[config.mk]
export PLATFORM = sky130hd
export DESIGN_NAME = flat_ptr_router
export DESIGN_NICKNAME = d
export VERILOG_FILES = /design/src/rtl/fpc_pkg.sv /design/src/rtl/fpc_range_chk.sv /design/src/rtl/fpc_region_sel.sv /design/src/rtl/fpc_shape.sv /design/src/rtl/fpc_out_stage.sv /design/src/rtl/flat_ptr_router.sv
export SDC_FILE = /design/constraint.sdc
export NUM_CORES = 1
export LEC_CHECK = 0
export CAP_MARGIN = 20
export CORE_MARGIN = 5
export CORE_UTILIZATION = 54
export CTS_CLUSTER_SIZE = 28
export DETAILED_ROUTE_END_ITERATION = 8
export DONT_BUFFER_PORTS = 1
export PLACE_DENSITY = 0.69
export SYNTH_ARGS = -nofsm -noshare
export SYNTH_HDL_FRONTEND = slang
export SYNTH_SLANG_ARGS = --single-unit
[constraint.sdc]
create_clock -name clk -period 13.75 [get_ports clk]
set_clock_uncertainty 0.1 [all_clocks]
set_input_delay 1.375 -clock clk [delete_from_list [all_inputs] [get_ports clk]]
set_output_delay 1.375 -clock clk [all_outputs]
set_load 0.1 [all_outputs]
[src/rtl/fpc_pkg.sv]
package fpc_pkg;
  localparam int VA_W    = 48;
  localparam int TYPE_W  = 2;
  localparam int NUM_APE = 4;
  localparam int APE_SH  = 0;
  localparam int APE_PR  = 1;
  localparam int APE_GV  = 2;
  localparam int APE_SP  = 3;

  typedef enum logic [1:0] {MODE_HOST64, MODE_HOST32, MODE_DEV64} mode_e;
  typedef enum logic [1:0] {TGT_MEM = 2'd0, TGT_SHARED = 2'd1,
                            TGT_PRIVATE = 2'd2, TGT_FAULT = 2'd3} tgt_e;
  // region code = aperture index + 1, 0 = no aperture
  typedef enum logic [2:0] {RG_NONE = 3'd0, RG_SHARED = 3'd1, RG_PRIVATE = 3'd2,
                            RG_DEV = 3'd3, RG_SPARE = 3'd4} region_e;

  typedef struct packed {
    tgt_e              tgt;
    logic              sel;
    logic [VA_W-1:0]   addr;
    logic [TYPE_W-1:0] ptype;
  } result_t;
endpackage

[src/rtl/fpc_range_chk.sv]
module fpc_range_chk #(
  parameter int AW = 64
) (
  input  logic [AW-1:0] addr,
  input  logic [AW-1:0] lo,
  input  logic [AW-1:0] hi,
  input  logic          en,
  output logic          hit
);
  assign hit = en && (addr >= lo) && (addr <= hi);
endmodule

[src/rtl/fpc_region_sel.sv]
module fpc_region_sel import fpc_pkg::*; (
  input  logic [NUM_APE-1:0] hit,
  output region_e            rg
);
  // lowest index wins: scan from the lowest priority upwards
  always_comb begin
    rg = RG_NONE;
    for (int a = NUM_APE - 1; a >= 0; a--) begin
      if (hit[a]) rg = region_e'(a + 1);
    end
  end
endmodule

[src/rtl/fpc_shape.sv]
module fpc_shape import fpc_pkg::*; #(
  parameter int PTR_W = 64
) (
  input  mode_e             mode,
  input  region_e           rg_first,
  input  region_e           rg_last,
  input  logic              hole_first,
  input  logic              hole_last,
  input  logic              carry,
  input  logic [PTR_W-1:0]  first,
  input  logic [PTR_W-1:0]  sh_base,
  input  logic [PTR_W-1:0]  pr_base,
  input  logic [PTR_W-1:0]  dv_base,
  input  logic [TYPE_W-1:0] spare_type,
  input  logic [TYPE_W-1:0] default_type,
  output result_t           res
);
  logic             viol;
  logic             dflt_sel;
  logic [PTR_W-1:0] off_sh, off_pr, off_dv;

  assign dflt_sel = (mode != MODE_DEV64);
  assign off_sh   = first - sh_base;
  assign off_pr   = first - pr_base;
  assign off_dv   = first - dv_base;
  assign viol     = carry || (rg_first != rg_last) ||
                    (rg_first == RG_NONE && hole_first) ||
                    (rg_last  == RG_NONE && hole_last);

  always_comb begin
    res = '0;
    if (viol) begin
      res.tgt = TGT_FAULT;
    end else begin
      res.ptype = default_type;
      unique case (rg_first)
        RG_SHARED: begin
          res.tgt  = TGT_SHARED;
          res.addr = off_sh[VA_W-1:0];
        end
        RG_PRIVATE: begin
          res.tgt  = TGT_PRIVATE;
          res.addr = off_pr[VA_W-1:0];
        end
        RG_DEV: begin
          res.tgt  = TGT_MEM;
          res.addr = off_dv[VA_W-1:0];
        end
        RG_SPARE: begin
          res.tgt   = TGT_MEM;
          res.sel   = dflt_sel;
          res.addr  = first[VA_W-1:0];
          res.ptype = spare_type;
        end
        default: begin
          res.tgt  = TGT_MEM;
          res.sel  = dflt_sel;
          res.addr = first[VA_W-1:0];
        end
      endcase
    end
  end
endmodule

[src/rtl/fpc_out_stage.sv]
module fpc_out_stage import fpc_pkg::*; (
  input  logic    clk,
  input  logic    rst_n,
  input  logic    in_valid,
  output logic    in_ready,
  input  result_t in_res,
  output logic    out_valid,
  input  logic    out_ready,
  output result_t out_res
);
  assign in_ready = !out_valid || out_ready;

  always_ff @(posedge clk) begin
    if (!rst_n) begin
      out_valid <= 1'b0;
      out_res   <= '0;
    end else if (in_ready) begin
      out_valid <= in_valid;
      if (in_valid) out_res <= in_res;
    end
  end


  hold_stable_chk: assert property (@(posedge clk) disable iff (!rst_n)
    out_valid && !out_ready |=> out_valid && $stable(out_res));

  accept_chk: assert property (@(posedge clk) disable iff (!rst_n)
    in_valid && in_ready |=> out_valid);

  fault_clean_chk: assert property (@(posedge clk) disable iff (!rst_n)
    out_valid && out_res.tgt == TGT_FAULT |->
      out_res.addr == '0 && out_res.ptype == '0 && !out_res.sel);
endmodule

[src/rtl/flat_ptr_router.sv]
module flat_ptr_router import fpc_pkg::*; #(
  parameter  int PTR_W    = 64,
  parameter  int NARROW_W = 32,
  parameter  int GRAN_W   = 16,
  parameter  int LEN_W    = 5,
  localparam int REG_W    = PTR_W - GRAN_W
) (
  input  logic              clk,
  input  logic              rst_n,
  input  logic              in_valid,
  output logic              in_ready,
  input  logic [PTR_W-1:0]  in_ptr,
  input  logic [LEN_W-1:0]  in_len,
  input  logic              in_draw,
  input  logic              mode_atc,
  input  logic              mode_ptr32,
  input  logic [REG_W-1:0]  shared_base_reg,
  input  logic [REG_W-1:0]  shared_limit_reg,
  input  logic [REG_W-1:0]  private_base_reg,
  input  logic [REG_W-1:0]  private_limit_reg,
  input  logic [REG_W-1:0]  gvm_base_reg,
  input  logic [REG_W-1:0]  gvm_limit_reg,
  input  logic [REG_W-1:0]  spare_base_reg,
  input  logic [REG_W-1:0]  spare_limit_reg,
  input  logic [TYPE_W-1:0] spare_type,
  input  logic [TYPE_W-1:0] default_type,
  output logic              out_valid,
  input  logic              out_ready,
  output logic [1:0]        out_target,
  output logic              out_sel,
  output logic [VA_W-1:0]   out_addr,
  output logic [TYPE_W-1:0] out_type
);
  localparam int NSEL_W = NARROW_W - GRAN_W;
  localparam int NUM_EP = 2;

  mode_e            mode;
  logic             narrow;
  logic [PTR_W-1:0] ptr_eff, last_eff;
  logic [PTR_W:0]   sum;
  logic [LEN_W-1:0] len_m1;
  logic             carry;

  // mode decode
  always_comb begin
    if (in_draw || !mode_atc) mode = MODE_DEV64;
    else if (mode_ptr32)      mode = MODE_HOST32;
    else                      mode = MODE_HOST64;
  end
  assign narrow   = (mode == MODE_HOST32);
  assign ptr_eff  = narrow ? PTR_W'(in_ptr[NARROW_W-1:0]) : in_ptr;
  assign len_m1   = (in_len == '0) ? '0 : in_len - 1'b1;
  assign sum      = {1'b0, ptr_eff} + (PTR_W+1)'(len_m1);
  assign carry    = narrow ? sum[NARROW_W] : sum[PTR_W];
  assign last_eff = sum[PTR_W-1:0];

  // aperture bounds
  logic [REG_W-1:0] reg_lo [NUM_APE];
  logic [REG_W-1:0] reg_hi [NUM_APE];
  logic [PTR_W-1:0] ape_lo [NUM_APE];
  logic [PTR_W-1:0] ape_hi [NUM_APE];
  logic [NUM_APE-1:0] ape_en;

  assign reg_lo[APE_SH] = shared_base_reg;
  assign reg_hi[APE_SH] = shared_limit_reg;
  assign reg_lo[APE_PR] = private_base_reg;
  assign reg_hi[APE_PR] = private_limit_reg;
  assign reg_lo[APE_GV] = gvm_base_reg;
  assign reg_hi[APE_GV] = gvm_limit_reg;
  assign reg_lo[APE_SP] = spare_base_reg;
  assign reg_hi[APE_SP] = spare_limit_reg;

  always_comb begin
    for (int a = 0; a < NUM_APE; a++) begin
      ape_lo[a] = {reg_lo[a], {GRAN_W{1'b0}}};
      ape_hi[a] = {reg_hi[a], {GRAN_W{1'b1}}};
      ape_en[a] = 1'b1;
    end
    if (narrow) begin
      for (int a = APE_SH; a <= APE_PR; a++) begin
        ape_lo[a] = PTR_W'({reg_lo[a][NSEL_W-1:0], {GRAN_W{1'b0}}});
        ape_hi[a] = PTR_W'({reg_lo[a][NSEL_W-1:0], {GRAN_W{1'b1}}});
        ape_en[a] = |reg_lo[a][NSEL_W-1:0];
      end
      ape_en[APE_SP] = 1'b0;
    end
  end

  // per-endpoint matching
  logic [PTR_W-1:0]          ep_addr [NUM_EP];
  logic [NUM_EP*NUM_APE-1:0] ep_hit;
  logic [NUM_EP-1:0]         ep_hole;
  region_e                   ep_rg   [NUM_EP];

  assign ep_addr[0] = ptr_eff;
  assign ep_addr[1] = last_eff;

  for (genvar e = 0; e < NUM_EP; e++) begin : g_ep
    for (genvar a = 0; a < NUM_APE; a++) begin : g_ape
      fpc_range_chk #(.AW(PTR_W)) u_chk (
        .addr (ep_addr[e]),
        .lo   (ape_lo[a]),
        .hi   (ape_hi[a]),
        .en   (ape_en[a]),
        .hit  (ep_hit[e*NUM_APE + a])
      );
    end
    fpc_region_sel u_sel (
      .hit (ep_hit[e*NUM_APE +: NUM_APE]),
      .rg  (ep_rg[e])
    );
    assign ep_hole[e] = !narrow && !((&ep_addr[e][PTR_W-1:VA_W-1]) ||
                                     (~|ep_addr[e][PTR_W-1:VA_W-1]));
  end

  result_t res_d, res_q;

  fpc_shape #(.PTR_W(PTR_W)) u_shape (
    .mode         (mode),
    .rg_first     (ep_rg[0]),
    .rg_last      (ep_rg[1]),
    .hole_first   (ep_hole[0]),
    .hole_last    (ep_hole[1]),
    .carry        (carry),
    .first        (ptr_eff),
    .sh_base      (ape_lo[APE_SH]),
    .pr_base      (ape_lo[APE_PR]),
    .dv_base      (ape_lo[APE_GV]),
    .spare_type   (spare_type),
    .default_type (default_type),
    .res          (res_d)
  );

  fpc_out_stage u_out (
    .clk       (clk),
    .rst_n     (rst_n),
    .in_valid  (in_valid),
    .in_ready  (in_ready),
    .in_res    (res_d),
    .out_valid (out_valid),
    .out_ready (out_ready),
    .out_res   (res_q)
  );

  assign out_target = res_q.tgt;
  assign out_sel    = res_q.sel;
  assign out_addr   = res_q.addr;
  assign out_type   = res_q.ptype;


  local_sel_chk: assert property (@(posedge clk) disable iff (!rst_n)
    out_valid && (out_target == TGT_SHARED || out_target == TGT_PRIVATE) |-> !out_sel);

  draw_sel_chk: assert property (@(posedge clk) disable iff (!rst_n)
    in_valid && in_ready && in_draw |=> !out_sel);

  narrow_spare_chk: assert property (@(posedge clk) disable iff (!rst_n)
    in_valid && in_ready && mode_atc && mode_ptr32 && !in_draw &&
    spare_type != default_type |=> out_type != spare_type);

  stall_ready_chk: assert property (@(posedge clk) disable iff (!rst_n)
    out_valid && !out_ready |-> !in_ready);
endmodule

==> results of run 1 <==
[metal layers]
| layer | vias up | routed length (um) |
|---|---|---|
| li1 | 12600 | - |
| met3 | 511 | 12500 |
| met4 | 6 | 11500 |
| met5 | - | 39 |
| met1 | 12800 | 42500 |
| met2 | 1732 | 49900 |
[flip-flops by register name (all words and copies together), names as in the netlist]
| name | count |
|---|---|
| u_out.out_res | 53 |
| u_out.out_valid | 1 |
[Yosys cell counts (all sizes together) (7+ instances only)]
library cell	count	share of area, %
ha	805	40
nand2	342	5.2
a21oi	296	6.0
inv	285	4.3
nor2	208	3.1
o21ai	180	3.6
nand4	144	3.6
a21o	119	3.6
nand3	87	1.7
a22o	66	2.3
dfxtp	54	4.3
clkbuf	48	0.72
nor3	47	0.94
xnor2	47	1.7
a211oi	45	1.4
nor4	45	1.2
o211ai	35	1.1
and2	29	0.74
and4	29	1.0
o21a	28	0.84
nor2b	26	0.65
xor2	26	0.91
a31oi	24	0.60
and3	23	0.58
a221oi	22	0.80
a22oi	19	0.57
o31ai	18	0.54
buf	17	0.47
nand2b	17	0.43
or2	15	0.38
or3	15	0.38
or4	12	0.38
a2111oi	10	0.36
o22ai	9	0.23
mux2	8	0.36
o2111ai	8	0.28
a211o	7	0.25
mux2i	7	0.28
[path summary, 6_finish.rpt]
| path | depth (start not counted) | from | slack (ns) | end |
|---|---|---|---|---|
| worst min-delay path | 2 | u_out.out_res[49] | 0.86 | u_out.out_res[49] |
| worst max register to register | 7 | u_out.out_valid | 9.97 | u_out.out_res[11] |
| worst max-delay path | 27 | in_draw | 3.58 | u_out.out_res[48] |
| worst min register to register | 2 | u_out.out_res[49] | 0.86 | u_out.out_res[49] |
[power by group through the flow]
stage	Combinational, uW	Sequential, uW	Clock [uW]
floorplan	790	284	0
global placement	1070	288	0
detailed placement	1110	289	0
CTS	1120	286	139
global route	1260	287	142
finish	1150	285	138
[area by class of cell]
class / instances / share of cell area [%]
well taps: 600 / 2.87
multi-input cells: 2917 / 86.2
flip-flops and latches: 54 / 4.14
diodes: 16 / 0.153
repair buffers: 66 / 1.94
clock buffers: 8 / 0.637
inverters: 285 / 4.09
[cells by family after synthesis]
family	count (synthesis)	synth area share, %
xor+xnor	73	2.57
flops	54	4.34
compound gates	956	25.0
buf+inv	350	5.49
mux	15	0.643
simple gates	1066	21.3
fa+ha+maj	807	40.6
[stage by stage]
step / total power (uW) / worst slack [ns] / cell area, sq um / hold slack, ns / std cells
detailed placement: 1400 / 3.63 / 25900 / 0.844 / 3922
global route: 1690 / 3.20 / 26100 / 0.884 / 3941
floorplan: 1070 / 4.66 / 24900 / 0.786 / 3321
CTS: 1540 / 3.90 / 26100 / 0.859 / 3930
global placement: 1360 / 3.81 / 25900 / 0.853 / 3922
finish: 1570 / 3.58 / 26100 / 0.858 / 3946
[critical path, cell delays in order]
cell       delay (ns)
nand3b_1         0.15
buf_12           0.49
nand2_1          0.23
inv_1            0.50
ha_1             0.25
and4_1           0.20
nand2_1          0.11
or4_1            0.59
nor4_2           0.75
a41o_1           0.40
and2_1           0.75
nand2b_1         0.25
nand2_1          0.33
a22oi_1          0.33
ha_1             0.32
nor2b_1          0.17
o2111ai_1        0.22
and3_1           0.21
nand4b_1         0.11
a31o_2           0.20
a21oi_1          0.11
o31ai_1          0.36
a21oi_1          0.12
a2111oi_1        0.69
a211oi_1         0.17
or3_1            0.37
a32o_1           0.24
==> metrics.md, run 1 <==
| Metric | Value |
|---|---|
| Rel. slew slack | `about a quarter` |
| Max FO, Critical Path | `roughly 180` |
| RSZ-0062 raised after global routing | `no` |
| Top FF cell, synth | `dfxtp_1` |
| Die Area | `50500 sq um` |
| # Post-CTS Setup Buffers | `0` |
| Number of global-route vias before repair | `26.8k` |
| Power per cell area | `approximately 60 nW/um^2` |
| Initial Utilization | `54.7%` |
| Crit path kind | `input port to flop` |
| CORE AREA | `between 40000 and 50000 sq um` |
| Outcome | `complete, no violations` |
| Sw Ratio | `approximately 56%` |
| Setup TNS | `0 ns` |
| Avg Synthesized Cell Area | `roughly 7.5 sq um` |
| Min-Delay Path Class | `flop to flop` |
| YS warnings | `0` |
| TritonCTS Buffers | `5` |
| Root Buffer | `clkbuf_16` |
| Max VDD drop | `0.000127 V` |
| Fin. Hold Viols | `0` |
| Synthesized area | `between 20000 and 25000 sq um` |
| Clock transition at path regs | `0.07 ns` |
| Dpl hpwl | `slightly below 100000 um` |
| Area growth syn-to-layout | `5.00%` |
| Combinational Power Share | `between 70 and 80%` |
| GR Overflow Total | `0` |
| Seq pwr share | `18.1%` |
| Syn nets | `4592` |
| LEAKAGE | `0.0134 uW` |
| Cells after Synth | `3321` |
| Hold buffers post-CTS | `0` |
| Grt peak-use layer | `met2` |
| FMAX | `98.3 MHz` |
| H-tree depth | `2` |
| Die width | `approximately 220 um` |
| Util after Layout | `57.5%` |
| Largest net degree at the start of global routing | `177` |
| Worst EP required | `13.84 ns` |
| Clk network pwr share | `8.8%` |
| Area occupied by multi-input gates | `22500 sq um` |
| Global-route wire length before repair | `around 170000 um` |
| IO Port Bufs | `0` |
| Max-slew violations | `0` |
| Initial DRC count | `2957` |
| CP startpoint kind | `input port` |
| Total number of vias | `27.6k` |
| Final WL | `approximately 120000 um` |
| Die span in y | `225 um` |
| Asr flop ratio synth | `0%` |
| Top Ports | `between 500 and 600` |
| Initial antenna violation count | `18` |
| RePlAce Congestion | `1.07` |
| Met3 GRT Util | `9.72%` |
| Number of core rows | `78` |
| Routed vias/inst | `7.00` |
| FILL cells | `around 4.3k` |
| Final Cycle Share | `74.0%` |
| DRT Pass-1 Iters | `6` |
| Commonest non-fill, non-tap cell in the layout | `ha_1` |
| FF+latch count, synth | `54` |
| Clock tree buffer depth | `2` |
| Worst-Skew Late Latency | `0.30 ns` |
| Max Cap Violations | `0` |
| Routed Antenna Nets | `0` |
| Switch Pwr | `875 uW` |
| Sequential area share after synthesis | `about 4.3%` |
| Routed wire per std cell | `29.5 um` |
| Post-synthesis cell type count | `90` |
| CTS tree | `yes` |
| Crit path capture type | `flop` |
| Slew @ Worst Pin | `1.12 ns` |
| Share of cells above drive strength 1 | `approximately 3.7%` |
| Met1 usage | `between 50% and 60%` |
| Total Nets Final | `4600` |
| DR DRC count | `0` |
| Fin crit period | `a little over 10 ns` |
| Most frequent cells in the layout | `805 x ha_1, 342 x nand2_1, 296 x a21oi_1` |
| Clock sink count | `54` |
| Post_cts resized | `0` |
| Worst endpoint data arrival time | `10.26 ns` |
| Int Pwr | `698 uW` |
| FF+latch area | `1080 sq um` |
| Number of synthesized flops with an enable pin | `0` |
| Met2 Usage GRT | `68.0%` |
| Final setup vio count | `0` |
| GR Util All Layers | `42.9%` |
No activity file was read; power rests on OpenSTA's default activity.
==> run 2, diff against run 1 <==
PLACE_DENSITY = 0.72   (was 0.69)
clock period = 8.4 ns   (was 13.75 ns; I/O delays follow)
==> metrics.md, run 2 (synthesis results as in run 1) <==
| Metric | Value |
|---|---|
| Max FO, Critical Path | `31` |
| Clk network pwr share | `just under 10%` |
| Reg2Reg Setup Slack | `4.69 ns` |
| Met1 usage | `52.9%` |
| Worst r2r path cells | `4` |
| Post-route insts no fill | `4043` |
| Max Cap Violations | `0` |
| Die Area | `50500 sq um` |
| Placed Instance Area | `approximately 27000 sq um` |
| Dpl ws | `-0.421 ns` |
| Register with the most flip-flops | `u_out.out_res` |
| Worst-Skew Late Latency | `0.29 ns` |
| Initial DRC count | `about 2.8k` |
| Fin crit period | `8.14 ns` |
| Met2 Usage GRT | `~69%` |
| Util after Layout | `59.4%` |
| GR Util All Layers | `approximately 44%` |
| Clock sink count | `54` |
| Initial antenna violation count | `10` |
| CP Launch Point | `in_len[0]` |
| Total Nets Final | `4705` |
| IO Port Bufs | `0` |
| Design area | `27000 sq um` |
| Int Pwr | `about 1300 uW` |
| Power per cell area | `101 nW/um^2` |
| CORE AREA | `45500 sq um` |
| Routed vias/inst | `7.00` |
| Die span in y | `225 um` |
| DR DRC count | `0` |
| Clock tree buffer depth | `2` |
| Worst hold slack | `0.557 ns` |
| Max-slew violations | `0` |
| Routed wire per std cell | `29.6 um` |
| Routed Antenna Nets | `0` |
| Worst endpoint data arrival time | `between 8 and 9 ns` |
| Min-Delay Endpoint | `u_out.out_res[3]` |
| Grt peak-use layer | `met2` |
| Total number of vias | `28.3k` |
| Slew @ Worst Pin | `1.37 ns` |
| Hold buffers post-CTS | `0` |
| Rel. slew slack | `8.13%` |
| Seq pwr share | `17.1%` |
| Initial Utilization | `54.7%` |
| Worst EP required | `8.54 ns` |
| Worst Slack Setup Final | `around 0.26 ns` |
| Global-route wire length before repair | `171000 um` |
| Crit path kind | `input port to flop` |
| CP startpoint kind | `input port` |
| Die width | `roughly 220 um` |
| Share of cells above drive strength 1 | `around 6.7%` |
| Switch Pwr | `1470 uW` |
| Max VDD drop | `0.000282 V` |
| H-tree depth | `2` |
| Commonest non-fill, non-tap cell in the layout | `ha_1` |
| Final Cycle Share | `between 90 and 100%` |
| Dpl hpwl | `103000 um` |
| Clock transition at path regs | `0.07 ns` |
| Final WL | `around 120000 um` |
| Outcome | `complete, no violations` |
| Number of global-route vias before repair | `27.4k` |
| Final setup vio count | `0` |
| Top Ports | `519` |
| Hold path start | `in_ptr[1]` |
| Max reg flops | `53` |
| Reg2reg start | `u_out.out_valid` |
| Hold Path Stages | `1` |
| Min-Delay Path Class | `input port to flop` |
| Sw Ratio | `53.9%` |
| Number of core rows | `78` |
| RePlAce Congestion | `1.13` |
| Fin. Hold Viols | `0` |
| FMAX | `roughly 120 MHz` |
| Met3 GRT Util | `approximately a tenth` |
| Combinational Power Share | `73.1%` |
| Crit path capture type | `flop` |
| CTS tree | `yes` |
| GR Overflow Total | `0` |
| Most frequent cells in the layout | `805 x ha_1, 342 x nand2_1, 296 x a21oi_1` |
| # Post-CTS Setup Buffers | `0` |
| DRT Pass-1 Iters | `9` |
| Largest regs | `u_out.out_res x53, u_out.out_valid x1` |
| Area growth syn-to-layout | `8.44%` |
| Worst reg2reg path endpoint | `u_out.out_res[10]` |
| # placed instances | `4027` |
| LEAKAGE | `0.0139 uW` |
| TritonCTS Buffers | `5` |
| RSZ-0062 raised after global routing | `no` |
| Largest net degree at the start of global routing | `69` |
| Root Buffer | `clkbuf_16` |
==> run 2: changes by cell type in the layout (fill, tap and decap cells not counted), sizes merged <==
| cell | before | now |
|---|---|---|
| diode | 16 | 8 |
| clkbuf | 8 | 5 |
| clkinv | 0 | 1 |
| bufinv | 0 | 2 |
| buf | 66 | 171 |
==> run 2: how the worst max path moves through the flow <==
stage,endpoint,slack [ns],cells past startpoint
floorplan,u_out.out_res[48],0.05,34
global placement,u_out.out_res[9],-0.34,33
detailed placement,u_out.out_res[10],-0.42,34
CTS,u_out.out_res[10],0.13,34
global route,u_out.out_res[10],0.02,34
finish,u_out.out_res[10],0.26,28
==> run 2: metrics by stage <==
step	power (uW)	setup TNS, ns
floorplan	1760	0
global placement	2320	-15.64
detailed placement	2390	-18.78
CTS	2670	0
global route	2920	0
finish	2730	0
==> run 2: power groups by stage <==
stage               Clock, uW  Sequential, uW  Combinational, uW
global placement            0             472               1850
finish                    269             467               2000
floorplan                   0             465               1290
global route              274             470               2180
CTS                       269             468               1930
detailed placement          0             473               1920
==> run 2: what timing repair did <==
item / CTS / global route
resized for setup: 1 / 3
setup endpoints to repair: 46 / 53
pin swaps: 0 / 0
==> run 2: worst max-delay path, cell delays in order <==
cell,delay (ns)
inv_1,0.04
ha_1,0.21
nand2b_1,0.12
nor3_1,0.07
nor2_1,0.10
ha_1,0.20
inv_1,0.07
fa_1,0.43
nand2b_1,0.18
a21oi_1,0.24
nor2_1,0.16
or3_1,0.58
nor2_1,0.37
nand2_1,0.11
xnor2_1,0.57
ha_1,0.22
and4_1,0.25
nand3_1,0.13
o31ai_1,1.14
a21boi_0,0.48
buf_4,0.28
a211oi_2,0.25
mux2i_1,0.15
a21oi_1,0.16
and4_4,0.29
and2_4,0.24
buf_12,0.19
a22o_1,0.18
==> run 2: layer usage <==
metal | vias up | part of all wire [%] | wire, um
met1 | 13100 | 37 | 44300
met3 | 513 | 11 | 13300
met4 | 8 | 9.3 | 11100
li1 | 12800 | - | -
met2 | 1816 | 42 | 50700
met5 | - | 0.044 | 53
==> run 2: final cells by class <==
class / instances / area, sq um
Fill cell: 4221 / 18500
Timing Repair Buffer: 171 / 1370
Antenna cell: 8 / 20.0
Inverter: 285 / 1070
Sequential cell: 54 / 1080
Clock buffer: 5 / 125
Multi-Input combinational cell: 2917 / 22500
Clock inverter: 3 / 68.8
Tap cell: 600 / 751
